--- src/rtl/dsc_pkg.sv ---
package dsc_pkg;
  typedef enum logic [2:0] {
    ACT_HOLD,
    ACT_UP,
    ACT_DOWN,
    ACT_LOAD,
    ACT_CLEAR,
    ACT_CLASH
  } dsc_act_e;
endpackage

--- src/rtl/dsc_edge_sync.sv ---
module dsc_edge_sync #(
  parameter int STAGES = 2
) (
  input  logic clk,
  input  logic rst,
  input  logic async_in,
  output logic level,
  output logic rise
);
  logic [STAGES-1:0] sr;
  logic              prev;

  // Idle level of the count inputs is high, so reset to 1 to avoid a false edge.
  always_ff @(posedge clk) begin
    if (rst) begin
      sr   <= '1;
      prev <= 1'b1;
    end else begin
      sr   <= {sr[STAGES-2:0], async_in};
      prev <= sr[STAGES-1];
    end
  end

  assign level = sr[STAGES-1];
  assign rise  = sr[STAGES-1] & ~prev;

  // one step per input edge; the detector pulses for a single cycle
  a_r10_single_pulse: assert property (@(posedge clk) disable iff (rst)
    rise |=> !rise);
endmodule

--- src/rtl/dsc_step_core.sv ---
module dsc_step_core
  import dsc_pkg::*;
#(
  parameter int WIDTH = 4
) (
  input  logic             clk,
  input  logic             rst,
  input  logic             clear,
  input  logic             load_n,
  input  logic [WIDTH-1:0] din,
  input  logic             up_rise,
  input  logic             dn_rise,
  output logic [WIDTH-1:0] count,
  output logic             err
);
  dsc_act_e act;

  always_comb begin
    if (clear)                   act = ACT_CLEAR;
    else if (!load_n)            act = ACT_LOAD;
    else if (up_rise && dn_rise) act = ACT_CLASH;
    else if (up_rise)            act = ACT_UP;
    else if (dn_rise)            act = ACT_DOWN;
    else                         act = ACT_HOLD;
  end

  always_ff @(posedge clk) begin
    if (rst) begin
      count <= '0;
      err   <= 1'b0;
    end else begin
      case (act)
        ACT_CLEAR: begin count <= '0; err <= 1'b0; end
        ACT_LOAD:  count <= din;
        ACT_UP:    count <= count + 1'b1;
        ACT_DOWN:  count <= count - 1'b1;
        ACT_CLASH: err   <= 1'b1;
        default:   count <= count;
      endcase
    end
  end

  a_r2_up_step: assert property (@(posedge clk) disable iff (rst)
    (up_rise && !dn_rise && !clear && load_n) |=> count == WIDTH'($past(count) + 1'b1));
  a_r3_down_step: assert property (@(posedge clk) disable iff (rst)
    (dn_rise && !up_rise && !clear && load_n) |=> count == WIDTH'($past(count) - 1'b1));
  a_r5_load: assert property (@(posedge clk) disable iff (rst)
    (!clear && !load_n) |=> count == $past(din));
  a_r6_clear: assert property (@(posedge clk) disable iff (rst)
    clear |=> (count == '0 && !err));
  a_r9_clash_hold: assert property (@(posedge clk) disable iff (rst)
    (up_rise && dn_rise && !clear && load_n) |=> (count == $past(count) && err));
  a_r9_sticky: assert property (@(posedge clk) disable iff (rst)
    (err && !clear) |=> err);
endmodule

--- src/rtl/dsc_term_detect.sv ---
module dsc_term_detect #(
  parameter int WIDTH = 4
) (
  input  logic [WIDTH-1:0] count,
  input  logic             up_lvl,
  input  logic             dn_lvl,
  output logic             carry_n,
  output logic             borrow_n
);
  localparam logic [WIDTH-1:0] TOP = {WIDTH{1'b1}};

  always_comb begin
    carry_n  = ~((count == TOP) & ~up_lvl);
    borrow_n = ~((count == '0) & ~dn_lvl);
  end

  // the strobes can only appear at the matching end of the range
  always_comb begin
    a_r7_carry_at_top: assert (carry_n || count == TOP);
    a_r8_borrow_at_zero: assert (borrow_n || count == '0);
  end
endmodule

--- src/rtl/dual_step_counter.sv ---
module dual_step_counter #(
  parameter int WIDTH       = 4,
  parameter int SYNC_STAGES = 2
) (
  input  logic             clk,
  input  logic             rst,
  input  logic             up_in,
  input  logic             dn_in,
  input  logic             load_n,
  input  logic [WIDTH-1:0] din,
  input  logic             clear,
  output logic [WIDTH-1:0] count,
  output logic             carry_n,
  output logic             borrow_n,
  output logic             clash_err
);
  localparam int NCH = 2; // channel 0 counts up, channel 1 counts down

  logic [NCH-1:0] raw_in;
  logic [NCH-1:0] lvl;
  logic [NCH-1:0] rise;

  assign raw_in = {dn_in, up_in};

  for (genvar ch = 0; ch < NCH; ch++) begin : g_sync
    dsc_edge_sync #(.STAGES(SYNC_STAGES)) u_sync (
      .clk      (clk),
      .rst      (rst),
      .async_in (raw_in[ch]),
      .level    (lvl[ch]),
      .rise     (rise[ch])
    );
  end

  dsc_step_core #(.WIDTH(WIDTH)) u_core (
    .clk     (clk),
    .rst     (rst),
    .clear   (clear),
    .load_n  (load_n),
    .din     (din),
    .up_rise (rise[0]),
    .dn_rise (rise[1]),
    .count   (count),
    .err     (clash_err)
  );

  dsc_term_detect #(.WIDTH(WIDTH)) u_term (
    .count    (count),
    .up_lvl   (lvl[0]),
    .dn_lvl   (lvl[1]),
    .carry_n  (carry_n),
    .borrow_n (borrow_n)
  );

  // clean state right after system reset
  a_r1_reset_state: assert property (@(posedge clk)
    rst |=> (count == '0 && carry_n && borrow_n && !clash_err));
endmodule

--- config.mk ---
export PLATFORM = sky130hd
export DESIGN_NAME = dual_step_counter
export DESIGN_NICKNAME = d
export VERILOG_FILES = /design/src/rtl/dsc_pkg.sv /design/src/rtl/dsc_edge_sync.sv /design/src/rtl/dsc_step_core.sv /design/src/rtl/dsc_term_detect.sv /design/src/rtl/dual_step_counter.sv
export SDC_FILE = /design/constraint.sdc
export NUM_CORES = 1
export LEC_CHECK = 0
export BUFFER_PORTS_ARGS = -buffer_cell sky130_fd_sc_hd__buf_2
export CORE_AREA = 2 2 39 41
export DETAILED_ROUTE_END_ITERATION = 10
export DIE_AREA = 0 0 41 43
export MAX_ROUTING_LAYER = met4
export PLACE_DENSITY = 0.76
export SYNTH_ARGS = -nofsm -noshare
export SYNTH_HDL_FRONTEND = slang
export SYNTH_SLANG_ARGS = --single-unit
--- constraint.sdc ---
create_clock -name clk -period 3 [get_ports clk]
set_input_delay 0.3 -clock clk [delete_from_list [all_inputs] [get_ports clk]]
set_output_delay 0.3 -clock clk [all_outputs]
set_load 0.02 [all_outputs]
## Yosys cells after proc, flatten, opt, wreduce, memory -nomap -nowiden

Cells that the tools add are included.

| storage, ports and cells | value |
|---|---|
| flip-flop bits (word level) | 11 |
| input bits | 10 |
| output and inout port bits | 7 |
| word-level logic and storage cells | 35 |

| operators by class | value |
|---|---|
| add/sub/neg operators | 2 |
| equality and inequality tests | 6 |
| muxes and demuxes | 7 |
| bitwise logic cells | 10 |
| reductions and logical operators | 4 |

Operator list:

| operator | count |
|---|---|
| $pmux 4 s4 | 1 |
| $mux 3 | 4 |
| $eq 3x2->1 const B | 2 |
| $eq 3x3->1 const B | 2 |
| $not 1->1 | 6 |
| $add 4x1->4 const B | 1 |
| $and 1x1->1 | 4 |
| $eq 4x4->1 const B | 1 |
| $logic_not 4->1 | 1 |
| $reduce_bool 4->1 | 1 |
| $sub 4x1->4 const B | 1 |
| $eq 3x1->1 const B | 1 |
| $mux 2 | 1 |
| $pmux 1 s2 | 1 |
| $reduce_bool 2->1 | 1 |
| $logic_and 1x1->1 | 1 |

## Logic depth before layout (Yosys ltp)

| depth | value |
|---|---|
| word-level depth | 9 |
| depth in mapped cells | 9 |
| gate-level depth less buffers | 8 |

## Cells and area by module

A second synthesis with hierarchy kept.

| unflattened totals | value |
|---|---|
| cells, all modules | 55 |
| area, all modules | 533.0 µm² |

By module, submodules not included:

| module | instances | cells an instance | area an instance (µm²) | seq. area each (µm²) |
|---|---|---|---|---|
| dsc_step_core | 1 | 36 | 337.8 | 100.1 |
| dsc_edge_sync | 2 | 7 | 85.1 | 60.1 |
| dsc_term_detect | 1 | 5 | 25.0 | 0.0 |

## Worst setup path before layout

OpenSTA, ideal clock, no wires.

| timing | value |
|---|---|
| path type | input to register |
| start | in load_n |
| end | reg u_core.count[3] |
| setup time | 0.067 ns |
| arrival | 2.245 ns |
| required time | 2.933 ns |
| setup slack | 0.689 ns |
| stages on the path | 9 |
| path buffers | 1 |
| cell sequence | buf_4 > nand3b_1 > nor3_1 > ha_1 > a21o_1 > a21oi_2 > mux2_2 > or3_1 > a21oi_2 |

| between the ends | value |
|---|---|
| cells in the longest elaborated chain, start to end | 4 |
| elaborated cells between the ends (all ways) | 8 |
| classes of those cells | 4 x eq/ne; 3 x mux; 1 x reduce/logical |

RTL lines:

| what | RTL line | source |
|---|---|---|
| start, declared | dual_step_counter.sv:9 | `input logic load_n,` |
| $mux 3 (*) | dsc_step_core.sv:20 | `else if (!load_n) act = ACT_LOAD;` |
| $mux 3 (*) | dsc_step_core.sv:19 | `if (clear) act = ACT_CLEAR;` |
| $eq 3x2->1, or another cell as far along | dsc_step_core.sv:32 | `case (act)` |
| $pmux 4 s4 or $reduce_bool 4->1 (tied branches) | n/a |  |
| end signal, assigned | dsc_step_core.sv:34 | `ACT_LOAD: count <= din;` |
| end signal, assigned | dsc_step_core.sv:35 | `ACT_UP: count <= count + 1'b1;` |
| end signal, assigned | dsc_step_core.sv:36 | `ACT_DOWN: count <= count - 1'b1;` |
| end, declared | dsc_step_core.sv:13 | `output logic [WIDTH-1:0] count,` |

Mark *: on every way between the ends. The rest lies on a longest branch, timed or not.
A chain may end at the register's enable or synchronous reset.

## Final worst setup path

| timing | value |
|---|---|
| start | reg g_sync[0].u_sync.prev |
| end | reg u_core.count[3] |

| between the ends | value |
|---|---|
| cells in the longest elaborated chain, start to end | 8 |
| elaborated cells between the ends (all ways) | 13 |
| classes of those cells | 4 x eq/ne; 5 x mux; 2 x bitwise; 2 x reduce/logical |

RTL lines:

| what | RTL line | source |
|---|---|---|
| start, declared | dsc_edge_sync.sv:11 | `logic prev;` |
| start signal, assigned | dsc_edge_sync.sv:20 | `prev <= sr[STAGES-1];` |
| $not 1->1 (*) | dsc_edge_sync.sv:25 | `assign rise = sr[STAGES-1] & ~prev;` |
| $and 1x1->1 (*) | dsc_edge_sync.sv:25 |  |
| $mux 3 or $logic_and 1x1->1 (tied branches) | dsc_step_core.sv:22, dsc_step_core.sv:21 |  |
| $mux 3 (*) | dsc_step_core.sv:21 | `else if (up_rise && dn_rise) act = ACT_CLASH;` |
| $mux 3 (*) | dsc_step_core.sv:20 |  |
| $mux 3 (*) | dsc_step_core.sv:19 |  |
| $eq 3x2->1, or another cell as far along | dsc_step_core.sv:32 |  |
| $pmux 4 s4 or $reduce_bool 4->1 (tied branches) | n/a |  |

Marked as above.

==> flow_metrics.py <==
metrics = {
    "run_status": {
        "run_status": "completed",
    },
    "placement": {
        "hpwl_um": 855,
        "port_buffers": 16,
        "dp.cells": 87,
        "place.gp.congestion": 0.670,
        "dp_slack_ns": 0.441,
    },
    "worst_setup_path": {
        "critPathLaunchType": "flop",
        "r2r-start": "g_sync[0].u_sync.prev$_SDFF_PP1_",
        "worstSetupPathType": "reg2reg",
        "worstPathRequired_ns": 3.21,
        "crit_fanout": 4,
        "crit_path_end_kind": "flop",
        "r2r_slack_ns": 0.51,
        "cp.arrival_ns": 2.71,
        "r2r_cells": 8,
        "r2r-end": "u_core.count[3]$_SDFFE_PP0P_",
    },
    "layout": {
        "most-common-layout-cells": "buf_2, dfxtp_1, or2_1",
        "drive_gt1_share_pct": 40.0,
        "multi_input_area_um2": 363,
        "fin_nets": 89,
        "antennaDiodeCount": 0,
        "syn_to_final_growth_pct": 19.6,
        "stdcell_count": 91,
        "nFillCells": 131,
        "final_common_cell": "buf_2",
        "seqCellArea_um2": 220,
    },
    "yosys": {
        "muxShareOfSynthArea_pct": 6.95,
        "syn_avg_cell_area_um2": 10.4,
        "synth_area_um2": 594,
        "synth_top_family_by_area": "simple AND/OR/NAND/NOR gates",
        "synthSimpleGateAreaFrac_pct": 24.2,
        "synth_seq_cells": 11,
        "synth_compound_gate_area_share_pct": 14.7,
        "synthXorXnorAreaFrac_pct": 7.58,
        "synth_warnings": 0,
        "synthAdderAreaFrac_pct": 7.58,
        "synth_cells": 57,
        "ys_types": 29,
        "synth_fp_nets": 70,
        "synth-seq-area-share_pct": 37.1,
    },
    "hold_path": {
        "min-delay-start": "dn_in",
        "hold_path_depth": 2,
        "holdPathEnd": "g_sync[1].u_sync.sr[0]$_SDFF_PP1_",
        "hold_class": "in2reg",
    },
    "global_route": {
        "grt_antenna_before_repair": 0,
        "overflow": 0,
        "grt_max_degree": 12,
        "grt_pass1_wl_um": 1670,
        "grt_pass1_vias": 407,
        "track_usage_pct": 14.9,
    },
    "clock_network": {
        "cts_setup_buffers": 0,
        "cts.path.max_buffers": 2,
        "htreeDepth": 1,
        "cts_hold_repair.buffers": 0,
        "numCtsBuffers": 3,
        "clk_latency_ns": 0.27,
        "cts_tree": "built",
        "clk_pin_slew_ns": 0.08,
        "cts.sinks": 11,
        "cts_root_buf": "clkbuf_4",
        "ctsResizeCount": 0,
    },
    "power": {
        "p_total_uw": 303,
        "p_leak_nw": 0.312,
        "irDropWorstVdd_uv": 360,
        "power-per-cell-area_nw_per_um2": 426,
    },
    "timing": {
        "fmax_ghz": 0.401,
        "rsz0062_at_grt": "false",
        "period_needed_ns": 2.49,
        "slew-limit-headroom_pct": 70.1,
        "worst_slew_pin_slew_ns": 0.446,
        "fin_ws_ns": 0.506,
        "slew_viol_final": 0,
        "setup_violations": 0,
        "setup_tns_ns": 0,
        "final.setup_skew_ns": 0.00402,
        "hold_viol": 0,
        "finalCritPeriodShare_pct": 83.1,
    },
    "flow_run": {
        "cap_violations": 0,
    },
    "floorplanning": {
        "die_h_um": 43,
        "coreArea_um2": 1380,
        "design.portCount": 17,
        "fp-row-count": 14,
        "start_util_pct": 42.9,
        "die_area_um2": 1760,
        "die_x_um": 41,
    },
    "routing": {
        "first_pass_iters": 2,
        "final_antenna_net_count": 0,
        "drt_iter0_markers": 4,
        "drcViolationCount": 0,
        "vias": 458,
        "wl_um": 1090,
        "wire_per_inst_um": 12.0,
        "viasPerCell": 5.03,
    },
}
synth_stat cells:
library cell | instances | area share, %
a2111oi_2 | 1 | 2.5
a211oi_1 | 1 | 1.3
a21o_1 | 1 | 1.3
a21oi_2 | 2 | 2.9
a31oi_1 | 1 | 1.1
and2b_4 | 2 | 3.4
buf_4 | 1 | 1.3
clkbuf_1 | 1 | 0.63
dfxtp_1 | 11 | 37
fa_1 | 1 | 3.4
ha_1 | 2 | 4.2
mux2_2 | 1 | 1.9
mux2i_1 | 3 | 5.1
nand2_1 | 3 | 1.9
nand2b_1 | 1 | 1.1
nand3b_1 | 2 | 2.5
nand4_1 | 1 | 1.1
nor2_1 | 2 | 1.3
nor3_1 | 4 | 3.4
nor3b_1 | 1 | 1.3
o211ai_1 | 1 | 1.3
o21ai_1 | 2 | 1.7
o21ba_4 | 1 | 2.7
or2_1 | 5 | 5.3
or2_2 | 2 | 2.1
or3_1 | 1 | 1.1
xnor2_1 | 1 | 1.5
xor2_1 | 1 | 1.5
xor2_4 | 1 | 4.6
metrics by stage:
stage	hold slack, ns	utilization, %	cell area (um^2)
detailed placement	0.397	49.4	683
global placement	0.389	49.4	683
floorplan	0.369	-	594
finish	0.207	51.4	711
CTS	0.195	51.4	711
global route	0.187	51.4	711
routing by layer:
| metal | vias up | global-route usage, % | wire length, um |
|---|---|---|---|
| li1 | 238 | - | - |
| met2 | 14 | 22.8 | 531 |
| met5 | - | - | 0 |
| met1 | 204 | 16.4 | 467 |
| met3 | 2 | 9.42 | 85 |
| met4 | 0 | 2.00 | 9 |
worst max path at each step:
stage,slack (ns),start,depth (start not counted),endpoint
global route,0.34,g_sync[0].u_sync.prev$_SDFF_PP1_,8,u_core.count[3]$_SDFFE_PP0P_
CTS,0.47,g_sync[0].u_sync.prev$_SDFF_PP1_,8,u_core.count[3]$_SDFFE_PP0P_
global placement,0.50,load_n,9,u_core.count[3]$_SDFFE_PP0P_
floorplan,0.69,load_n,9,u_core.count[3]$_SDFFE_PP0P_
finish,0.51,g_sync[0].u_sync.prev$_SDFF_PP1_,8,u_core.count[3]$_SDFFE_PP0P_
detailed placement,0.44,load_n,9,u_core.count[3]$_SDFFE_PP0P_
final cells by class:
cell class	count	share of cell area, %
Sequential cell	11	31.0
Tap cell	16	2.82
Timing Repair Buffer	16	11.3
Multi-Input combinational cell	44	51.1
Clock inverter	1	0.704
Clock buffer	3	3.17
critical path, stage by stage (launching register included):
cell	delay [ns]
dfxtp_1	0.33
and2b_4	0.22
nor3_1	0.40
ha_1	0.32
a21o_1	0.19
a21oi_2	0.17
mux2_2	0.35
or3_1	0.36
a21oi_2	0.11
logic make-up (layout without fill, tap and decap cells):
kind of cell | Yosys count | after routing
AO/OA/AOI/OAI | 10 | 10
XOR/XNOR | 3 | 3
adder cells (fa/ha/maj) | 3 | 3
buffers and inverters | 2 | 20
flip-flops | 11 | 11
multiplexers | 4 | 4
AND/OR/NAND/NOR | 24 | 24
flip-flops by register name (all words and copies together) (netlist names):
register            count
g_sync.u_sync.sr        4
u_core.err              1
g_sync.u_sync.prev      2
u_core.count            4
power by group:
part / leakage, nW / internal [mW] / switching (mW) / total [mW]
clock: 0.0177 / 0.0494 / 0.0529 / 0.102
combinational: 0.204 / 0.0207 / 0.0222 / 0.0430
sequential: 0.0904 / 0.152 / 0.00560 / 0.157
total: 0.312 / 0.222 / 0.0807 / 0.303
No activity file was read; power rests on OpenSTA's default activity.
